`config.mk`:
```
export PLATFORM = sky130hd
export DESIGN_NAME = lcd_frame_seq
export DESIGN_NICKNAME = d
export VERILOG_FILES = /design/src/rtl/lcdseq_pkg.sv /design/src/rtl/lcdseq_fifo.sv /design/src/rtl/lcdseq_timing.sv /design/src/rtl/lcdseq_status.sv /design/src/rtl/lcd_frame_seq.sv
export SDC_FILE = /design/constraint.sdc
export NUM_CORES = 1
export LEC_CHECK = 0
export BUFFER_PORTS_ARGS = -buffer_cell sky130_fd_sc_hd__clkbuf_2
export CAP_MARGIN = 20
export CELL_PAD_IN_SITES_DETAIL_PLACEMENT = 1
export CELL_PAD_IN_SITES_GLOBAL_PLACEMENT = 2
export CORE_MARGIN = 4
export CORE_UTILIZATION = 35
export DETAILED_ROUTE_END_ITERATION = 10
export PLACE_DENSITY_LB_ADDON = 0.1
export SLEW_MARGIN = 40
export SYNTH_ARGS = -nofsm -noshare
export SYNTH_HDL_FRONTEND = slang
export SYNTH_SLANG_ARGS = --single-unit
```
`constraint.sdc`:
```
create_clock -name clk -period 2.1 [get_ports clk]
set_clock_uncertainty 0.1 [all_clocks]
set_input_delay 0.42 -clock clk [delete_from_list [all_inputs] [get_ports clk]]
set_output_delay 0.42 -clock clk [all_outputs]
set_load 0.01 [all_outputs]
```
`src/rtl/lcdseq_pkg.sv`:
```
`timescale 1ns/1ps
package lcdseq_pkg;
  typedef enum logic [2:0] {
    S_IDLE, S_PREQ, S_PDATA, S_PHOLD, S_FREQ, S_FRAME
  } seq_state_t;

  localparam int ST_W     = 7;
  localparam int ST_DONE  = 0;
  localparam int ST_PAL   = 1;
  localparam int ST_VSYNC = 2;
  localparam int ST_ACB   = 3;
  localparam int ST_LINE  = 4;
  localparam int ST_UFLOW = 5;
  localparam int ST_SYNC  = 6;

  localparam logic [1:0] MODE_PAL_FRAME  = 2'b00;
  localparam logic [1:0] MODE_PAL_ONLY   = 2'b01;
  localparam logic [1:0] MODE_FRAME_ONLY = 2'b10;
endpackage

```
`src/rtl/lcdseq_fifo.sv`:
```
`timescale 1ns/1ps
module lcdseq_fifo #(
  parameter int W     = 16,
  parameter int DEPTH = 4
) (
  input  logic         clk,
  input  logic         rst_n,
  input  logic         push,
  input  logic [W-1:0] din,
  input  logic         pop,
  output logic [W-1:0] dout,
  output logic         empty,
  output logic         full
);
  localparam int AW = $clog2(DEPTH);

  logic [W-1:0]  mem [DEPTH];
  logic [AW-1:0] wr_ptr, rd_ptr;
  logic [AW:0]   count;

  assign empty = (count == '0);
  assign full  = (count == (AW+1)'(DEPTH));
  assign dout  = mem[rd_ptr];

  always_ff @(posedge clk) begin
    if (push) mem[wr_ptr] <= din;
  end

  always_ff @(posedge clk or negedge rst_n) begin
    if (!rst_n) begin
      wr_ptr <= '0;
      rd_ptr <= '0;
      count  <= '0;
    end else begin
      if (push) wr_ptr <= wr_ptr + 1'b1;
      if (pop)  rd_ptr <= rd_ptr + 1'b1;
      case ({push, pop})
        2'b10:   count <= count + 1'b1;
        2'b01:   count <= count - 1'b1;
        default: count <= count;
      endcase
    end
  end

  // the fetch side never writes into a full FIFO
  a_r12_no_overflow: assert property (@(posedge clk) disable iff (!rst_n)
    push |-> !full);
  // the panel side never reads from an empty FIFO
  a_r8_no_empty_read: assert property (@(posedge clk) disable iff (!rst_n)
    pop |-> !empty);
endmodule

```
`src/rtl/lcdseq_timing.sv`:
```
`timescale 1ns/1ps
module lcdseq_timing #(
  parameter int H_PIX     = 8,
  parameter int V_LINES   = 4,
  parameter int ACB_LINES = 3
) (
  input  logic       clk,
  input  logic       rst_n,
  input  logic       run,
  input  logic       en,
  input  logic       tick,
  input  logic       fifo_empty,
  input  logic [7:0] line_sel,
  output logic       pop,
  output logic       frame_end,
  output logic       line_ev,
  output logic       acb_ev,
  output logic       uflow_ev
);
  localparam int CW = (H_PIX > 1) ? $clog2(H_PIX) : 1;
  localparam int RW = (V_LINES > 1) ? $clog2(V_LINES) : 1;
  localparam int AW = (ACB_LINES > 1) ? $clog2(ACB_LINES) : 1;

  logic [CW-1:0] col;
  logic [RW-1:0] row;
  logic [AW-1:0] acb_cnt;
  logic          line_last;

  assign pop       = run && tick && !fifo_empty;
  assign uflow_ev  = run && en && tick && fifo_empty;
  assign line_last = pop && (col == CW'(H_PIX-1));
  assign frame_end = line_last && (row == RW'(V_LINES-1));
  assign line_ev   = line_last && (8'(row) == line_sel);
  assign acb_ev    = line_last && (acb_cnt == AW'(ACB_LINES-1));

  always_ff @(posedge clk or negedge rst_n) begin
    if (!rst_n) begin
      col <= '0;
      row <= '0;
    end else if (!run) begin
      col <= '0;
      row <= '0;
    end else if (pop) begin
      if (line_last) begin
        col <= '0;
        row <= frame_end ? '0 : row + 1'b1;
      end else begin
        col <= col + 1'b1;
      end
    end
  end

  always_ff @(posedge clk or negedge rst_n) begin
    if (!rst_n)       acb_cnt <= '0;
    else if (acb_ev)  acb_cnt <= '0;
    else if (line_last) acb_cnt <= acb_cnt + 1'b1;
  end
endmodule

```
`src/rtl/lcdseq_status.sv`:
```
`timescale 1ns/1ps
module lcdseq_status #(
  parameter int N = 7
) (
  input  logic         clk,
  input  logic         rst_n,
  input  logic [N-1:0] set_ev,
  input  logic [N-1:0] hw_clr,
  input  logic [N-1:0] w1c_ok,
  input  logic         stat_we,
  input  logic [N-1:0] stat_wdata,
  input  logic [N-1:0] mask,
  output logic [N-1:0] st_q,
  output logic         irq
);
  for (genvar b = 0; b < N; b++) begin : g_bit
    always_ff @(posedge clk or negedge rst_n) begin
      if (!rst_n)                                  st_q[b] <= 1'b0;
      else if (hw_clr[b])                          st_q[b] <= 1'b0;
      else if (set_ev[b])                          st_q[b] <= 1'b1;
      else if (stat_we && stat_wdata[b] && w1c_ok[b]) st_q[b] <= 1'b0;
    end
  end

  assign irq = |(st_q & mask);

  // the completion flag only drops on its hardware clear
  a_r6_done_sticky: assert property (@(posedge clk) disable iff (!rst_n)
    st_q[0] && !hw_clr[0] |=> st_q[0]);
endmodule

```
`src/rtl/lcd_frame_seq.sv`:
```
`timescale 1ns/1ps
module lcd_frame_seq
  import lcdseq_pkg::*;
#(
  parameter int DATA_W     = 16,
  parameter int H_PIX      = 8,
  parameter int V_LINES    = 4,
  parameter int PAL_WORDS  = 8,
  parameter int FIFO_DEPTH = 4,
  parameter int ACB_LINES  = 3
) (
  input  logic              clk,
  input  logic              rst_n,
  input  logic              ctrl_we,
  input  logic [31:0]       ctrl_wdata,
  input  logic              stat_we,
  input  logic [6:0]        stat_wdata,
  output logic [6:0]        status,
  output logic              irq,
  output logic              fetch_req_valid,
  input  logic              fetch_req_ready,
  output logic              fetch_req_pal,
  input  logic              fetch_dat_valid,
  output logic              fetch_dat_ready,
  input  logic [DATA_W-1:0] fetch_dat,
  input  logic              pix_tick,
  input  logic              sync_err,
  output logic              pix_valid,
  output logic [DATA_W-1:0] pix_data
);
  localparam int FRAME_WORDS = H_PIX * V_LINES;
  localparam int FCW = $clog2(FRAME_WORDS + 1);
  localparam int PCW = $clog2(PAL_WORDS + 1);

  seq_state_t state, nxt;

  logic            en_q;
  logic [6:0]      mask_q;
  logic [7:0]      line_q;
  logic [1:0]      mode_q, mode_run;
  logic [PCW-1:0]  pal_cnt;
  logic [FCW-1:0]  frm_acc;
  logic            en_rise, en_fall;
  logic            ctrl_unused;
  logic            fifo_empty, fifo_full, push, pop;
  logic            pal_last, frame_end, line_ev, acb_ev, uflow_ev, done_ev;
  logic [ST_W-1:0] set_ev, hw_clr, w1c_ok;

  assign ctrl_unused = ^{ctrl_wdata[31:22], ctrl_wdata[19:16]};
  assign en_rise = ctrl_we && ctrl_wdata[0] && !en_q;
  assign en_fall = ctrl_we && !ctrl_wdata[0] && en_q;

  // control word
  always_ff @(posedge clk or negedge rst_n) begin
    if (!rst_n) begin
      en_q   <= 1'b0;
      mask_q <= '0;
      line_q <= '0;
      mode_q <= MODE_PAL_FRAME;
    end else if (ctrl_we) begin
      en_q   <= ctrl_wdata[0];
      mask_q <= ctrl_wdata[7:1];
      line_q <= ctrl_wdata[15:8];
      mode_q <= ctrl_wdata[21:20];
    end
  end

  // fetch handshakes
  assign fetch_req_valid = en_q && (state == S_PREQ || state == S_FREQ);
  assign fetch_req_pal   = (state == S_PREQ);
  always_comb begin
    case (state)
      S_PDATA: fetch_dat_ready = 1'b1;
      S_FRAME: fetch_dat_ready = !fifo_full && (frm_acc < FCW'(FRAME_WORDS));
      default: fetch_dat_ready = 1'b0;
    endcase
  end
  assign push     = (state == S_FRAME) && fetch_dat_valid && fetch_dat_ready;
  assign pal_last = (state == S_PDATA) && fetch_dat_valid &&
                    (pal_cnt == PCW'(PAL_WORDS - 1));

  // sequencer
  always_comb begin
    nxt = state;
    case (state)
      S_IDLE:
        if (en_q)
          nxt = (mode_q == MODE_PAL_FRAME || mode_q == MODE_PAL_ONLY) ? S_PREQ : S_FREQ;
      S_PREQ:
        if (!en_q) nxt = S_IDLE;
        else if (fetch_req_ready) nxt = S_PDATA;
      S_PDATA:
        if (pal_last)
          nxt = !en_q ? S_IDLE : ((mode_run == MODE_PAL_ONLY) ? S_PHOLD : S_FREQ);
      S_PHOLD:
        if (!en_q) nxt = S_IDLE;
      S_FREQ:
        if (!en_q) nxt = S_IDLE;
        else if (fetch_req_ready) nxt = S_FRAME;
      S_FRAME:
        if (frame_end) nxt = en_q ? S_FREQ : S_IDLE;
      default: nxt = S_IDLE;
    endcase
  end
  assign done_ev = (state != S_IDLE) && (nxt == S_IDLE);

  always_ff @(posedge clk or negedge rst_n) begin
    if (!rst_n) begin
      state    <= S_IDLE;
      mode_run <= MODE_PAL_FRAME;
      pal_cnt  <= '0;
      frm_acc  <= '0;
    end else begin
      state <= nxt;
      if (state == S_IDLE) mode_run <= mode_q;
      if (state == S_PREQ) pal_cnt <= '0;
      else if (state == S_PDATA && fetch_dat_valid) pal_cnt <= pal_cnt + 1'b1;
      if (state == S_FREQ) frm_acc <= '0;
      else if (push) frm_acc <= frm_acc + 1'b1;
    end
  end

  lcdseq_fifo #(.W(DATA_W), .DEPTH(FIFO_DEPTH)) u_fifo (
    .clk(clk), .rst_n(rst_n), .push(push), .din(fetch_dat), .pop(pop),
    .dout(pix_data), .empty(fifo_empty), .full(fifo_full)
  );

  lcdseq_timing #(.H_PIX(H_PIX), .V_LINES(V_LINES), .ACB_LINES(ACB_LINES)) u_timing (
    .clk(clk), .rst_n(rst_n), .run(state == S_FRAME), .en(en_q), .tick(pix_tick),
    .fifo_empty(fifo_empty), .line_sel(line_q), .pop(pop), .frame_end(frame_end),
    .line_ev(line_ev), .acb_ev(acb_ev), .uflow_ev(uflow_ev)
  );
  assign pix_valid = pop;

  // status sources and clear rules
  always_comb begin
    set_ev = '0;
    set_ev[ST_DONE]  = done_ev;
    set_ev[ST_PAL]   = pal_last;
    set_ev[ST_VSYNC] = frame_end;
    set_ev[ST_ACB]   = acb_ev;
    set_ev[ST_LINE]  = line_ev;
    set_ev[ST_UFLOW] = uflow_ev;
    set_ev[ST_SYNC]  = sync_err && en_q;
    hw_clr = '0;
    hw_clr[ST_DONE]  = en_rise;
    hw_clr[ST_PAL]   = en_fall;
    hw_clr[ST_UFLOW] = en_fall;
    hw_clr[ST_SYNC]  = en_fall;
    w1c_ok = '0;
    w1c_ok[ST_PAL]   = (mode_q == MODE_PAL_ONLY);
    w1c_ok[ST_VSYNC] = 1'b1;
    w1c_ok[ST_ACB]   = 1'b1;
    w1c_ok[ST_LINE]  = 1'b1;
  end

  lcdseq_status #(.N(ST_W)) u_status (
    .clk(clk), .rst_n(rst_n), .set_ev(set_ev), .hw_clr(hw_clr), .w1c_ok(w1c_ok),
    .stat_we(stat_we), .stat_wdata(stat_wdata), .mask(mask_q),
    .st_q(status), .irq(irq)
  );

  // a pending request is held with its kind until taken
  a_r12_req_hold: assert property (@(posedge clk) disable iff (!rst_n)
    fetch_req_valid && !fetch_req_ready && !(ctrl_we && !ctrl_wdata[0])
    |=> fetch_req_valid && $stable(fetch_req_pal));
  // completion is flagged only as the sequencer reaches idle
  a_r5_done_at_idle: assert property (@(posedge clk) disable iff (!rst_n)
    $rose(status[ST_DONE]) |-> (state == S_IDLE));
  // a starvation flag is raised by a strobe that delivered no pixel
  a_r8_uflow_no_pixel: assert property (@(posedge clk) disable iff (!rst_n)
    $rose(status[ST_UFLOW]) |-> $past(!pix_valid));
  // a colour-table-only run never asks for frame data
  a_r3_pal_only_no_frame: assert property (@(posedge clk) disable iff (!rst_n)
    fetch_req_valid && (state != S_IDLE) && (mode_run == MODE_PAL_ONLY) |-> fetch_req_pal);
endmodule

```
; Word-level counts from Yosys, hierarchy flattened
; Memories as Yosys holds them, arrays and structs flattened.
; Cells that the tools add are included.
[totals]
reg_bits = 54
latch_bits = 0
ramBits = 64
rom_bits = 0
in_bits = 63
output_inout_bits = 28
wordCells = 145
n_memories = 1
[classes]
addsub = 9
multipliers = 0
n_div = 0
magnitude_cmp = 1
eq_ne = 17
n_shift = 0
mux = 45
bitwise = 1
n_reduce_logical = 50
[mem_list]
columns = memory, depth, word_bits, rd, rd_clocked_by_memory_dff, write_ports, line
row1 = u_fifo.mem, 4, 16, 1, 0, 1, lcdseq_fifo.sv:17  ; logic [W-1:0] mem [DEPTH];
[ops]
columns = op, count
row1 = $mux 3, 15
row2 = $logic_and 1x1->1, 26
row3 = $reduce_bool 2->1, 10
row4 = $pmux 3 s6, 1
row5 = $mux 1, 17
row6 = $eq 3x3->1 const B, 4
row7 = $mux 2, 6
row8 = $mux 6, 2
row9 = $logic_not 3->1, 3
row10 = $add 2x1->2 const B, 4
row11 = $eq 2x8->1, 1
row12 = $mux 4, 2
row13 = $and 7x7->7, 1
row14 = $reduce_or 7->1, 1
row15 = $add 3x1->3 const B, 2
row16 = $add 6x1->6 const B, 1
row17 = $eq 2x1->1 const B, 3
row18 = $eq 2x2->1 const B, 3
row19 = $eq 3x2->1 const B, 2
row20 = $lt 6x6->1 const B, 1
row21 = $pmux 3 s2, 1
row22 = $reduce_bool 3->1, 2
row23 = $add 4x1->4 const B, 1
row24 = $eq 4x3->1 const B, 1
row25 = 8 further kinds, 13

; Depth between registers and ports, before layout
; Gate-level depths: netlist (run 1).
[logic_depth]
depth_word = 11
depth_mapped = 10
mapped_depth_nobuf = 9

; Hierarchy
; Synthesis (run 1) repeated with hierarchy kept, for this count alone.
[unflattened]
cells_unflattened = 330
hier_area_um2 = 5073.6
[modules_own_cells]
columns = module, n_inst, cells_each, area_per_inst_um2, seq_area_each_um2
row1 = lcdseq_fifo, 1, 120, 2748.9, 2097.0
row2 = lcd_frame_seq, 1, 137, 1549.0, 825.8
row3 = lcdseq_timing, 1, 41, 409.1, 175.2
row4 = lcdseq_status, 1, 32, 366.6, 175.2

; Worst setup path before layout (run 1)
; Ideal clock, no wire load.
[synth_path]
path_kind = flip-flop to flip-flop
from = register state[1]
to = register u_fifo.count[2]
setup_time_ns = 0.079
arrival_ns = 2.143
required_time_ns = 1.921
setup_slack_ns = -0.222
path_stages_with_launch = 10
path_buffers = 1
period_less_slack_ns = 2.322
cell_sequence = dfrtp_1 > nand3b_2 > nor3b_2 > buf_2 > ha_1 > inv_1 > fa_1 > xor2_1 > nor2_1 > xor2_1
[synth_between]
elab_chain_len = 5
elab_cells_between_ends = 11
classes_between = eq/ne (4) / mux (2) / reduce/logical (5)
[synth_rtl]
columns = item, line
row1 = start: declaration, lcd_frame_seq.sv:35  ; seq_state_t state, nxt;
row2 = start signal: assignment, lcd_frame_seq.sv:114  ; state <= nxt;
row3 = $eq 3x3->1 (*), lcd_frame_seq.sv:129  ; .clk(clk), .rst_n(rst_n), .run(state == S_FRAME), .en(en_q), .tick(pix_tick),
row4 = $logic_and 1x1->1 (*) (2 in series), lcdseq_timing.sv:29  ; assign pop = run && tick && !fifo_empty;
row5 = via pix_valid, lcd_frame_seq.sv:28  ; output logic pix_valid,
row6 = $eq 2x1->1 / $eq 2x2->1 (equally long branches), lcdseq_fifo.sv:37  ; case ({push, pop})
row7 = $pmux 3 s2 / $reduce_bool 2->1 (equally long branches), --
row8 = end signal: assignment, lcdseq_fifo.sv:38  ; 2'b10: count <= count + 1'b1;
row9 = end signal: assignment, lcdseq_fifo.sv:39  ; 2'b01: count <= count - 1'b1;
row10 = end signal: assignment, lcdseq_fifo.sv:40  ; default: count <= count;
row11 = end: declaration, lcdseq_fifo.sv:19  ; logic [AW:0] count;
; Mark *: on every way through the listed nets, which the timed path passes. The rest lies on a longest branch.
; A chain may end at the register's enable or synchronous reset.

; Final worst setup path (run 1)
[layout_path]
from = register u_fifo.rd_ptr[0]
to = output port pix_data[4]
[layout_between]
elab_chain_len = 1
[layout_rtl]
columns = item, line
row1 = start: declaration, lcdseq_fifo.sv:18  ; logic [AW-1:0] wr_ptr, rd_ptr;
row2 = start signal: assignment, lcdseq_fifo.sv:36  ; if (pop) rd_ptr <= rd_ptr + 1'b1;
row3 = $mem_v2 4x16, --
row4 = end: declaration, lcd_frame_seq.sv:29  ; output logic [DATA_W-1:0] pix_data
; No other way between the ends.

==> results.md, run 1 <==
- Fin. max-slew vios: 0
- Synth cell count leaders: 64 x edfxtp_1, 54 x dfrtp_1, 19 x mux2_2, 19 x nand2_1, 17 x nor2_1
- Synth Net Count: 395
- Initial DRC count: 122
- Yosys cell types: 50
- Post-synth ARST share: 0.458
- Hold depth: 1
- Width of the chip: 127 um
- Failing checks: setup timing
- Port Buf Inserts: 73
- Routed Antenna Nets: 0
- Global route total overflow: 0
- Most used DFF post-synth: edfxtp_1
- Drt drc: 0
- Peak supply drop: 0.000479 V
- Synth top area share: 0.390
- Pin count of the biggest net entering global routing: 55
- Critical path arrival: 1.65 ns
- Non-Filler Instances: 618
- Syn avg cell area: 15.4 um^2
- Max-slew headroom: 0.720
- Number of fill cells: 1375
- Area grow syn2layout: 31.4%
- Root Buffer: clkbuf_16
- Clock sink count: 118
- Reg-to-reg slack, setup: 0.10 ns
- Num CTS Buffers: 17
- Die H: 127 um
- First-pass GRT wire length: 17.0 mm
- Setup-failing EPs final: 16
- Vias per inst: 4.89
- Initial core utilization: 0.357
- TNS Setup: -0.912 ns
- Cell taking the most area after synthesis: edfxtp_1
- Die area: 16100 um^2
- Status: finished with violations
- Row cnt: 43
- Worst Setup Start Kind: flop
- Worst skew pair latency: 0.41 ns
- Tmin final: 2.17 ns
- HP Class: primary input to flop
- Cells on worst reg2reg path: 9
- Worst Setup End Kind: output pin
- Total wire length: 10.3 mm
- WP data required: 1.58 ns
- CTS tree: built
- Critical path class: flop to output pin
- Storage cell area: 3270 um^2
- EDFF count, synth: 64
- Initial antenna violation count: 0
- Post-layout worst setup margin: -0.0696 ns
- Placeable Area: 13800 um^2
- Mapped cell area: 4930 um^2
- Hold_sp: fetch_dat[12]
- Clock transition at path regs: 0.05 ns
- Crit path launch: u_fifo.rd_ptr[0]
- Post-DP HPWL: 6.99 mm
- DP Cell Count: 579
- Maxcap violations: 0
- Final Hold Viols: 0
- Most common cell in the synthesized netlist: edfxtp_1
- Post-Syn Instances: 321
- Area contributors post-synth: edfxtp_1 39%, dfrtp_1 27%, mux4_2 7.3%, mux2_2 4.3%, ha_1 2.5%
- Global Route Usage Sum: 0.138
- Least-Margin Pin Slew: 0.417 ns
- Post-synthesis sequential area ratio: 0.663
- Finished Cell Area: 6480 um^2
- Worst Hold Slack: 0.134 ns
- Crit share post-route: 1.03
- RSZ-0062 raised after global routing: yes
- Worst-path fanout max: 8
- Vias in the first global route: 3378
- Fmax: 461 MHz
- Layout cells sized above 1: 0.397
- Hold Path Sink: u_fifo.mem[2][12]
- Area of the multi-input gates: 1620 um^2
- Total leakage power: 0.00265 uW
- H-tree levels: 4
- Vias after detailed routing: 3023
- Critical R2R Capture: u_fifo.count[2]
- GP Congestion: 0.710
- Post-layout nets: 499
- Yosys synthesis warning count: 0
- TritonRoute pass-1 iters: 4
- Clk buf depth: 2
- #FFs+latches synth: 118
- Placed inst area: 5720 um^2
- Power per Cell Area: 1240 nW/um^2
- Routed wire per std cell: 16.6 um
- R2r startpoint: u_fifo.count[2]
- ANT cells: 0
- Top Ports: 91
==> per-stage QoR <==
step | setup slack (ns) | utilization | total power (uW)
floorplan | 0.00949 | - | 4110
global placement | 0.0544 | 0.414 | 4790
detailed placement | 0.0503 | 0.414 | 4840
CTS | -0.139 | 0.464 | 8080
global route | -0.137 | 0.469 | 8510
finish | -0.0696 | 0.469 | 8040
==> cell usage in the layout (no fill, tap or decap), drive strengths merged, types with 4 or more instances in the layout <==
cell    synthesis  layout
buf             7      26
nor2           17      17
nand2          19      19
clkbuf          6      93
inv            10      10
and2            5       5
nor3            6       6
bufinv          0       5
dfrtp          54      54
o21ai          15      15
a21oi          10      10
xor2            6       6
xnor2           8       8
mux4           16      16
nand3b          4       4
ha             10      10
edfxtp         64      64
nand3           6       6
mux2           19      19
clkinv          0       5
==> repair_timing <==
item,4_1_cts,5_1_grt
hold endpoints to repair,54,0
hold buffers,1,0
cloned,1,0
gates resized for setup,8,13
buffers inserted,2,4
pin swaps,0,7
setup endpoints to repair,19,21
==> registers in the layout, summed over array words and instances (netlist names) <==
register          count
mode_run              2
u_timing.row          2
u_fifo.mem           64
u_status.st_q         7
pal_cnt               4
u_timing.col          3
u_fifo.count          3
line_q                8
mode_q                2
u_fifo.wr_ptr         2
u_fifo.rd_ptr         2
en_q                  1
u_timing.acb_cnt      2
state                 3
frm_acc               6
mask_q                7
==> logic make-up (layout without fill, tap and decap cells) <==
group	Yosys count	after routing	share of synthesized area
compound gates	43	43	0.0604
xor+xnor	14	14	0.0249
fa+ha+maj	11	11	0.0294
buf+inv	23	140	0.0195
flops	118	118	0.663
mux	38	38	0.122
simple gates	74	74	0.0799
==> critical path, cell delays in order, from the launching register on <==
cell and delay, ns:
dfrtp_2 0.42, buf_12 0.16, mux4_2 0.52, clkbuf_2 0.15
==> power breakdown <==
part	switching (uW)	internal (uW)
Combinational	977	1090
Clock	951	2120
Sequential	227	2680
Total	2150	5890
==> routing by layer <==
layer | wire length [um] | GRT usage
met5 | 0 | 0
met4 | 96 | 0.0435
met3 | 445 | 0.0493
met2 | 5370 | 0.232
met1 | 4340 | 0.167
==> cell type report <==
class | instances | share of cell area
flip-flops and latches | 118 | 0.505
multi-input cells | 180 | 0.250
well taps | 180 | 0.0347
clock inverters | 10 | 0.0272
inverters | 10 | 0.00618
repair buffers | 98 | 0.107
clock buffers | 22 | 0.0701
==> worst max-delay path by stage <==
stage	end	slack, ns	cells after the start
6_report	pix_data[4]	-0.07	3
5_1_grt	pix_data[4]	-0.14	3
4_1_cts	pix_data[4]	-0.14	3
3_5_place_dp	u_fifo.count[1]	0.05	8
3_3_place_gp	u_fifo.count[2]	0.05	10
2_1_floorplan	u_fifo.count[2]	0.009	9
No activity file was read; power rests on OpenSTA's default activity.
==> run 2: changes to the inputs <==
Settings changed: REMOVE_ABC_BUFFERS set to 1.
==> results.md, run 2 (synthesized netlist as in run 1, its figures left out) <==
- PnR Total Power: 7760 uW (-3.5%)
- Crit share post-route: 1.05 (+0.0180)
- Port Buf Inserts: 73 (unchanged)
- GP Congestion: 0.711 (+0.14%)
- Critical path class: flop to output pin
- Hold_sp: fetch_dat[7]
- Reg-to-reg slack, setup: 0.08 ns (-0.02 ns)
- CTS tree: built
- WP data required: 1.58 ns (about the same)
- Peak supply drop: 0.000595 V (+24%)
- WL met2: 5.56 mm (+3.6%)
- Root Buffer: clkbuf_16
- ANT cells: 0 (unchanged)
- Placement Setup Slack: -0.0493 ns (-0.0997 ns)
- Met3 routed WL: 420 um (-5.6%)
- Width of the chip: 127 um (unchanged)
- Cells on worst reg2reg path: 8 (-1)
- Hold Path Sink: u_fifo.mem[0][7]
- Non-Filler Instances: 623 (+0.81%)
- Routed wire per std cell: 17.2 um (+3.6%)
- Worst Setup Start Kind: flop
- Critical path arrival: 1.69 ns (+0.04 ns)
- TritonRoute pass-1 iters: 5 (+1)
- Clock transition at path regs: 0.05 ns (about the same)
- First-pass GRT wire length: 17.6 mm (+3.7%)
- Worst Setup End Kind: output pin
- Maxcap violations: 0 (unchanged)
- Post-DP HPWL: 7.24 mm (+3.7%)
- Initial core utilization: 0.357 (unchanged)
- Commonest non-fill, non-tap cell in the layout: clkbuf_2
- Max reg flops: 64 (unchanged)
- Worst-path fanout max: 8 (unchanged)
- Top Ports: 91 (unchanged)
- Largest regs: u_fifo.mem: 64 flops, line_q: 8 flops
- Post-layout nets: 504 (+1.0%)
- Vias per inst: 4.91 (+0.35%)
- Fin. max-slew vios: 0 (unchanged)
- Fmax: 453 MHz (-1.7%)
- Placeable Area: 13800 um^2 (unchanged)
- Vias after detailed routing: 3058 (+1.2%)
- Routed Antenna Nets: 0 (unchanged)
- Worst skew pair latency: 0.41 ns (about the same)
- Drt drc: 0 (unchanged)
- Uppermost layer routed: met4
- Most frequent cells in the layout: 73 x clkbuf_2, 64 x edfxtp_1, 53 x dfrtp_1
- Clock sink count: 118 (unchanged)
- Status: finished with violations
- Vias in the first global route: 3366 (-0.36%)
- Layout cells sized above 1: 0.404 (+0.00680)
- Final Hold Viols: 0 (unchanged)
- Top reg by flops: u_fifo.mem
- H-tree levels: 4 (unchanged)
- Initial DRC count: 145 (+19%)
- Least-Margin Pin Slew: 0.483 ns (+0.0665 ns)
- Tmin final: 2.21 ns (+0.0377 ns)
- Initial antenna violation count: 0 (unchanged)
- R2r startpoint: state[1]
- Post-layout worst setup margin: -0.107 ns (-0.0377 ns)
- DP Cell Count: 582 (+0.52%)
- Setup-failing EPs final: 16 (unchanged)
- Core Util, Final: 0.465 (-0.00398)
- Global route total overflow: 0 (unchanged)
- Failing checks: setup timing
- Pin count of the biggest net entering global routing: 27 (-51%)
- Die H: 127 um (unchanged)
- Critical R2R Capture: u_fifo.count[2]
- Num CTS Buffers: 17 (unchanged)
- Total leakage power: 0.00264 uW (-0.46%)
- Clk buf depth: 2 (unchanged)
- Max-slew headroom: 0.678 (-0.0418)
- HP Class: primary input to flop
- Total wire length: 10.7 mm (+4.4%)
- Power per Cell Area: 1210 nW/um^2 (-2.7%)
- RSZ-0062 raised after global routing: yes
- Global Route Usage Sum: 0.143 (+0.00449)
- Row cnt: 43 (unchanged)
- Die area: 16100 um^2 (unchanged)
- Hold depth: 1 (unchanged)
- Met1 WL: 4.57 mm (+5.3%)
- Area grow syn2layout: 30.3%
- TNS Setup: -1.42 ns (-0.507 ns)
run 2: cell types whose count changed in the layout (fill, tap and decap cells not counted), sizes merged:
cell	change
buf	+2
bufinv	-2
clkbuf	+2
clkinvlp	+2
clkinv	+1
run 2: critical path, cell delays in order, from the launching register on:
cell      delay [ns]
dfrtp_2         0.43
buf_12          0.16
mux4_2          0.54
clkbuf_2        0.15
run 2: per-stage QoR:
stage | instance area (um^2) | hold slack, ns
after floorplan | 4870 | 0.0244
after global placement | 5710 | 0.309
after detailed placement | 5710 | 0.300
after CTS | 6370 | 0.117
after global routing | 6430 | 0.126
final | 6430 | 0.133
run 2: report_power, final:
part | switching (uW) | leakage (uW) | internal (uW)
Clock | 960 | 0.000276 | 1840
Combinational | 999 | 0.00111 | 1080
Sequential | 204 | 0.00126 | 2680
Total | 2160 | 0.00264 | 5600
run 2: metal layers:
layer	track usage	up-vias
met1	0.173	1552
met5	0	-
li1	-	1438
met4	0.0511	0
met3	0.0438	14
met2	0.241	54
run 2: cell type report:
| type | instances | area [um^2] |
|---|---|---|
| Fill cell | 1392 | 7400 |
| Clock buffer | 21 | 440 |
| Timing Repair Buffer | 103 | 713 |
| Tap cell | 180 | 225 |
| Clock inverter | 11 | 133 |
| Inverter | 10 | 40.0 |
| Multi-Input combinational cell | 180 | 1600 |
| Sequential cell | 118 | 3270 |
run 2: worst max-delay path by stage:
| stage | startpoint | end | slack (ns) | depth (start not counted) |
|---|---|---|---|---|
| final | u_fifo.rd_ptr[0] | pix_data[12] | -0.11 | 3 |
| after global routing | u_fifo.rd_ptr[0] | pix_data[12] | -0.17 | 3 |
| after detailed placement | state[1] | u_fifo.count[2] | -0.05 | 9 |
| after floorplan | state[1] | u_fifo.count[2] | -0.56 | 8 |
| after global placement | state[1] | u_fifo.count[2] | 0.01 | 9 |
| after CTS | u_fifo.rd_ptr[0] | pix_data[0] | -0.17 | 3 |
run 2: what timing repair did:
item,CTS,global route
resized for setup,9,9
hold buffers,1,0
pin swaps,0,6
hold endpoints to repair,16,0
setup buffers,3,4
setup endpoints to repair,20,20
cloned,1,0
